==> src/rtl/dbg_hs_pkg.sv <==
package dbg_hs_pkg;

    typedef enum logic [1:0] {
        ST_IDLE = 2'd0,
        ST_REQ  = 2'd1,
        ST_ACK  = 2'd2
    } hs_state_t;

    localparam int unsigned DEF_SEL_W = 7;
    localparam logic [DEF_SEL_W-1:0] DEF_SEL_NONE = 7'h7F;
    localparam logic [DEF_SEL_W-1:0] DEF_SEL_SCR  = 7'h10;

endpackage

==> src/rtl/dbg_evt_sync.sv <==
module dbg_evt_sync #(
    parameter int STAGES = 2
) (
    input  logic clk,
    input  logic rst_n,
    input  logic en,
    input  logic evt_n,
    output logic fall
);

    logic [STAGES-1:0] chain;
    logic              last_q;

    generate
        if (STAGES == 1) begin : g_single
            always_ff @(posedge clk or negedge rst_n) begin
                if (!rst_n) begin
                    chain <= 1'b1;
                end else begin
                    chain <= evt_n;
                end
            end
        end else begin : g_multi
            always_ff @(posedge clk or negedge rst_n) begin
                if (!rst_n) begin
                    chain <= '1;
                end else begin
                    chain <= {chain[STAGES-2:0], evt_n};
                end
            end
        end
    endgenerate

    always_ff @(posedge clk or negedge rst_n) begin
        if (!rst_n) begin
            last_q <= 1'b1;
        end else begin
            last_q <= chain[STAGES-1];
        end
    end

    // high-to-low transition of the synchronized level, only while enabled
    assign fall = en & last_q & ~chain[STAGES-1];

endmodule

==> src/rtl/dbg_ack_timer.sv <==
module dbg_ack_timer #(
    parameter int CYCLES = 3
) (
    input  logic clk,
    input  logic rst_n,
    input  logic load,
    input  logic run,
    output logic last
);

    localparam int CW = (CYCLES > 1) ? $clog2(CYCLES) : 1;
    localparam logic [CW-1:0] START = CW'(CYCLES - 1);

    logic [CW-1:0] cnt_q;

    always_ff @(posedge clk or negedge rst_n) begin
        if (!rst_n) begin
            cnt_q <= '0;
        end else if (load) begin
            cnt_q <= START;
        end else if (run && cnt_q != '0) begin
            cnt_q <= cnt_q - 1'b1;
        end
    end

    assign last = (cnt_q == '0);

endmodule

==> src/rtl/dbg_session_trk.sv <==
module dbg_session_trk #(
    parameter int                SEL_W    = 7,
    parameter logic [SEL_W-1:0]  SEL_NONE = 7'h7F,
    parameter logic [SEL_W-1:0]  SEL_SCR  = 7'h10
) (
    input  logic             clk,
    input  logic             rst_n,
    input  logic             core_in_dbg,
    input  logic             cmd_wr,
    input  logic             cmd_go,
    input  logic             cmd_ex,
    input  logic [SEL_W-1:0] cmd_rsel,
    output logic             session_n
);

    logic core_q;
    logic entry;
    logic resume;

    assign entry  = core_in_dbg & ~core_q;
    assign resume = cmd_wr & cmd_go & cmd_ex &
                    ((cmd_rsel == SEL_NONE) | (cmd_rsel == SEL_SCR));

    always_ff @(posedge clk or negedge rst_n) begin
        if (!rst_n) begin
            core_q    <= 1'b0;
            session_n <= 1'b1;
        end else begin
            core_q <= core_in_dbg;
            if (entry) begin
                session_n <= 1'b0;      // entry outranks a resume on the same edge
            end else if (resume) begin
                session_n <= 1'b1;
            end
        end
    end

endmodule

==> src/rtl/dbg_entry_ctrl.sv <==
module dbg_entry_ctrl
    import dbg_hs_pkg::*;
#(
    parameter int                SYNC_STAGES = 2,
    parameter int                ACK_CYCLES  = 3,
    parameter int                SEL_W       = DEF_SEL_W,
    parameter logic [SEL_W-1:0]  SEL_NONE    = DEF_SEL_NONE,
    parameter logic [SEL_W-1:0]  SEL_SCR     = DEF_SEL_SCR
) (
    input  logic             clk,
    input  logic             rst_n,
    input  logic             dbg_en,
    input  logic             evt_n,
    input  logic             core_in_dbg,
    input  logic             cmd_wr,
    input  logic             cmd_go,
    input  logic             cmd_ex,
    input  logic [SEL_W-1:0] cmd_rsel,
    output logic             dbg_req,
    output logic             ack_en,
    output logic             session_n
);

    hs_state_t state_q, state_d;
    logic      evt_fall;
    logic      ack_last;
    logic      ack_load;
    logic      ack_run;

    dbg_evt_sync #(.STAGES(SYNC_STAGES)) u_sync (
        .clk   (clk),
        .rst_n (rst_n),
        .en    (dbg_en),
        .evt_n (evt_n),
        .fall  (evt_fall)
    );

    dbg_ack_timer #(.CYCLES(ACK_CYCLES)) u_timer (
        .clk   (clk),
        .rst_n (rst_n),
        .load  (ack_load),
        .run   (ack_run),
        .last  (ack_last)
    );

    dbg_session_trk #(
        .SEL_W    (SEL_W),
        .SEL_NONE (SEL_NONE),
        .SEL_SCR  (SEL_SCR)
    ) u_session (
        .clk         (clk),
        .rst_n       (rst_n),
        .core_in_dbg (core_in_dbg),
        .cmd_wr      (cmd_wr),
        .cmd_go      (cmd_go),
        .cmd_ex      (cmd_ex),
        .cmd_rsel    (cmd_rsel),
        .session_n   (session_n)
    );

    // state register
    always_ff @(posedge clk or negedge rst_n) begin
        if (!rst_n) begin
            state_q <= ST_IDLE;
        end else begin
            state_q <= state_d;
        end
    end

    // next state
    always_comb begin
        state_d = state_q;
        if (!dbg_en) begin
            state_d = ST_IDLE;
        end else begin
            unique case (state_q)
                ST_IDLE: if (evt_fall)    state_d = ST_REQ;
                ST_REQ:  if (core_in_dbg) state_d = ST_ACK;
                ST_ACK:  if (ack_last)    state_d = ST_IDLE;
                default:                  state_d = ST_IDLE;
            endcase
        end
    end

    assign ack_load = (state_q == ST_REQ) && (state_d == ST_ACK);
    assign ack_run  = (state_q == ST_ACK);

    // outputs
    always_comb begin
        dbg_req = 1'b0;
        ack_en  = 1'b0;
        unique case (state_q)
            ST_IDLE: ;
            ST_REQ:  dbg_req = 1'b1;
            ST_ACK:  ack_en  = 1'b1;
            default: ;
        endcase
    end

endmodule

==> config.mk <==
export PLATFORM = sky130hd
export DESIGN_NAME = dbg_entry_ctrl
export DESIGN_NICKNAME = d
export VERILOG_FILES = /design/src/rtl/dbg_hs_pkg.sv /design/src/rtl/dbg_evt_sync.sv /design/src/rtl/dbg_ack_timer.sv /design/src/rtl/dbg_session_trk.sv /design/src/rtl/dbg_entry_ctrl.sv
export SDC_FILE = /design/constraint.sdc
export NUM_CORES = 1
export LEC_CHECK = 0
export BUFFER_PORTS_ARGS = -buffer_cell sky130_fd_sc_hd__clkbuf_2
export CAP_MARGIN = 25
export CORE_AREA = 5 5 42 44
export DETAILED_ROUTE_END_ITERATION = 16
export DIE_AREA = 0 0 47 49
export HOLD_SLACK_MARGIN = 0.15
export PLACE_DENSITY = 0.54
export SLEW_MARGIN = 20
export SYNTH_ARGS = -nofsm -noshare
export SYNTH_HDL_FRONTEND = slang
export SYNTH_SLANG_ARGS = --single-unit
==> constraint.sdc <==
create_clock -name clk -period 1.55 [get_ports clk]
set_input_delay 0.31 -clock clk [delete_from_list [all_inputs] [get_ports clk]]
set_output_delay 0.31 -clock clk [all_outputs]
set_load 0.05 [all_outputs]
==> flow_metrics.tcl <==
set metrics [dict create \
    overflow 0 \
    grt_pass1_vias 296 \
    tightest_slew_ns 0.2774 \
    leakage_nw 0.2851 \
    grt_max_degree 10 \
    final_core_util_pct 39.11 \
    crit_family "flip-flops" \
    synth_seq_area_share_pct 58.04 \
    worstPathMaxFanout 5 \
    fmax_mhz 676.4 \
    post_cts_buffers 0 \
    dp_cells 66 \
    crit_chain "and2b_2 > clkbuf_2" \
    areaGrowthSynthToFinish_pct 38.17 \
    slowest_delay_ns 0.42 \
    setup.worst_path.end_class "primary output" \
    final_cells 72 \
    cts_tree "done" \
    fp.dieH_um 49 \
    critical_path.slowest_cell "dfrtp_1" \
    synth_seq_cells 9 \
    path_clk_slew_ns 0.06 \
    ys_top_cells_by_area "dfrtp_1, dfstp_2, and2b_2" \
    avgRoutedWirePerCell_um 11.28 \
    grt_pass1_wl_um 1262 \
    setup_viol 0 \
    postSynthAreaPerCell_um2 12.02 \
    power_frac_clock_pct 30.2 \
    drc 0 \
    antenna_found_initial 0 \
    dieArea_um2 2303 \
    status "complete, no violations" \
    grt_usage_pct 8.097 \
    floorplan.initialDensity_pct 28.30 \
    vias 322 \
    syn_inst 33 \
    finalHoldViolCount 0 \
    crit_type "flop to primary output" \
    io_pins 18 \
    crit_buf_inv 1 \
    cts_buffer_depth 2 \
    drv_slew 0 \
    finClkSkew_ns 0.007129 \
    switching_share_pct 27.03 \
    comb_power_share_pct 21.0 \
    core_um2 1401 \
    die_w_um 47 \
    ys_warn_count 0 \
    required_ns 1.24 \
    syn_area_um2 396.6 \
    clk_latency_ns 0.26 \
    synth_top_area_share_pct 31.55 \
    cts_htree_levels 1 \
    ant_nets 0 \
    hold_path_class "primary input to flop" \
    dr.first_iter.drc_count 3 \
    rsz0062_at_grt "no" \
    io_buffers 17 \
    period_share_pct 95.38 \
    totalWireLength_um 812 \
    multi_input_area_um2 155.1 \
    p_int_mw 0.4347 \
    fill_cells 147 \
    setup_tns_ns 0 \
    switching_power_mw 0.1610 \
    synthesis.nets 49 \
    nets 73 \
    seq_area_um2 230.2 \
    dp_hpwl_um 631.5 \
    cts_sinks 9 \
    critical_path_arrival_ns 1.17 \
    via_per_inst 4.472 \
    num_rows 14 \
    pwr-share-seq_pct 48.9 \
    synth.distinct_cells 20 \
    peakVddDrop_v 0.0004147 \
    relSlewSlack_pct 81.58 \
    cts_made_buffers 3 \
    gp_congestion 0.6698 \
    drv_cap 0 \
    synth_top_area_cell "dfrtp_1" \
    cp-start-kind "flop" \
    power.density_nw_per_um2 1087 \
    cts_root_buf "clkbuf_4" \
    firstDrtPassIters 2 \
    antennaDiodeCount 0 \
    period_needed_ns 1.478 \
    drive_above_1_share_pct 50.00 \
]
==> worst register-to-register path, cell delays in order (launching register included) <==
cell     delay, ns
dfrtp_1       0.36
inv_1         0.06
ha_1          0.20
or3b_4        0.39
xnor2_1       0.13
and2_1        0.15
==> final cells by class <==
cell class	instances	area share, %
clock buffers	4	4.795
inverters	3	2.055
well taps	16	3.653
repair buffers	19	19.18
multi-input cells	21	28.31
flip-flops and latches	9	42.01
==> kinds of logic (layout without fill, tap and decap cells) <==
group	after synthesis	in the layout	synth area share, %
compound gates	6	6	12.93
xor+xnor	1	1	2.209
fa+ha+maj	1	1	3.154
buf+inv	3	26	2.839
flops	9	9	58.04
simple gates	13	13	20.82
==> flip-flops by register name, indices dropped and copies added (netlist names) <==
| name | flops |
|---|---|
| u_sync.last_q | 1 |
| u_session.core_q | 1 |
| u_timer.cnt_q | 2 |
| u_sync.chain | 2 |
| state_q | 2 |
| u_session.session_n | 1 |
==> power by group through the flow <==
| stage | Clock [mW] | Combinational, mW | Sequential (mW) |
|---|---|---|---|
| final | 0.180 | 0.125 | 0.291 |
| after global routing | 0.205 | 0.139 | 0.296 |
| after CTS | 0.190 | 0.127 | 0.292 |
| after detailed placement | 0 | 0.121 | 0.296 |
| after global placement | 0 | 0.117 | 0.295 |
| after floorplan | 0 | 0.0809 | 0.291 |
==> cell usage after synthesis <==
| library cell | instances |
|---|---|
| a21boi_0 | 1 |
| a21oi_1 | 1 |
| a2bb2o_1 | 1 |
| a41o_1 | 1 |
| and2_1 | 1 |
| and2b_2 | 2 |
| dfrtp_1 | 5 |
| dfstp_2 | 4 |
| ha_1 | 1 |
| inv_1 | 3 |
| nand2_1 | 3 |
| nand3_1 | 1 |
| nand4_1 | 1 |
| nor2_1 | 1 |
| nor3b_1 | 2 |
| nor4_1 | 1 |
| o211ai_1 | 1 |
| o221a_2 | 1 |
| or3b_4 | 1 |
| xnor2_1 | 1 |
==> stage by stage <==
step | total power [mW] | hold WS (ns) | instance area [um2] | setup WS, ns
5_1_grt | 0.6401 | 0.2105 | 548.0 | 0.002834
2_1_floorplan | 0.3716 | 0.01441 | 396.6 | 0.2340
3_3_place_gp | 0.4120 | 0.1809 | 501.7 | 0.2066
4_1_cts | 0.6092 | 0.1945 | 548.0 | 0.04561
3_5_place_dp | 0.4167 | 0.1790 | 501.7 | 0.1818
6_report | 0.5958 | 0.2002 | 548.0 | 0.07156
==> final timing paths <==
check / startpoint / endpoint / slack (ns) / depth (start not counted)
min reg2reg: u_sync.chain[0]$_DFF_PN1_ / u_sync.chain[1]$_DFF_PN1_ / 0.36 / 0
max reg2reg: u_timer.cnt_q[0]$_DFFE_PN0P_ / u_timer.cnt_q[0]$_DFFE_PN0P_ / 0.16 / 5
min: core_in_dbg / u_session.core_q$_DFF_PN0_ / 0.20 / 1
max in group asynchronous: rst_n / u_sync.last_q$_DFF_PN1_ / 0.86 / 2
max: state_q[0]$_DFF_PN0_ / ack_en / 0.07 / 2
min in group asynchronous: rst_n / u_timer.cnt_q[0]$_DFFE_PN0P_ / 0.43 / 2
==> timing repair <==
| item | in CTS | in global routing |
|---|---|---|
| hold endpoints to repair | 10 | 0 |
| setup endpoints to repair | 0 | 1 |
| resized for setup | 0 | 1 |
| hold buffers | 2 | 0 |
==> cell usage in the layout, fill, tap and decap left out, types with 2 or more instances in the layout <==
cell type / netlist / routed
nand2_1: 3 / 3
nor3b_1: 2 / 2
and2b_2: 2 / 2
dlygate4sd3_1: 0 / 2
inv_1: 3 / 3
dfstp_2: 4 / 4
clkbuf_4: 0 / 3
clkbuf_2: 0 / 16
dfrtp_1: 5 / 5
==> routing by layer <==
metal	vias up	track usage, %	part of all wire (%)	wire [um]
li1	165	-	-	-
met1	137	10.38	45	367
met2	18	9.729	39	313
met3	2	3.690	16	126
met4	0	6.912	0.62	5
met5	-	0	0	0
Note: power is estimated with default switching activity, not from simulation.
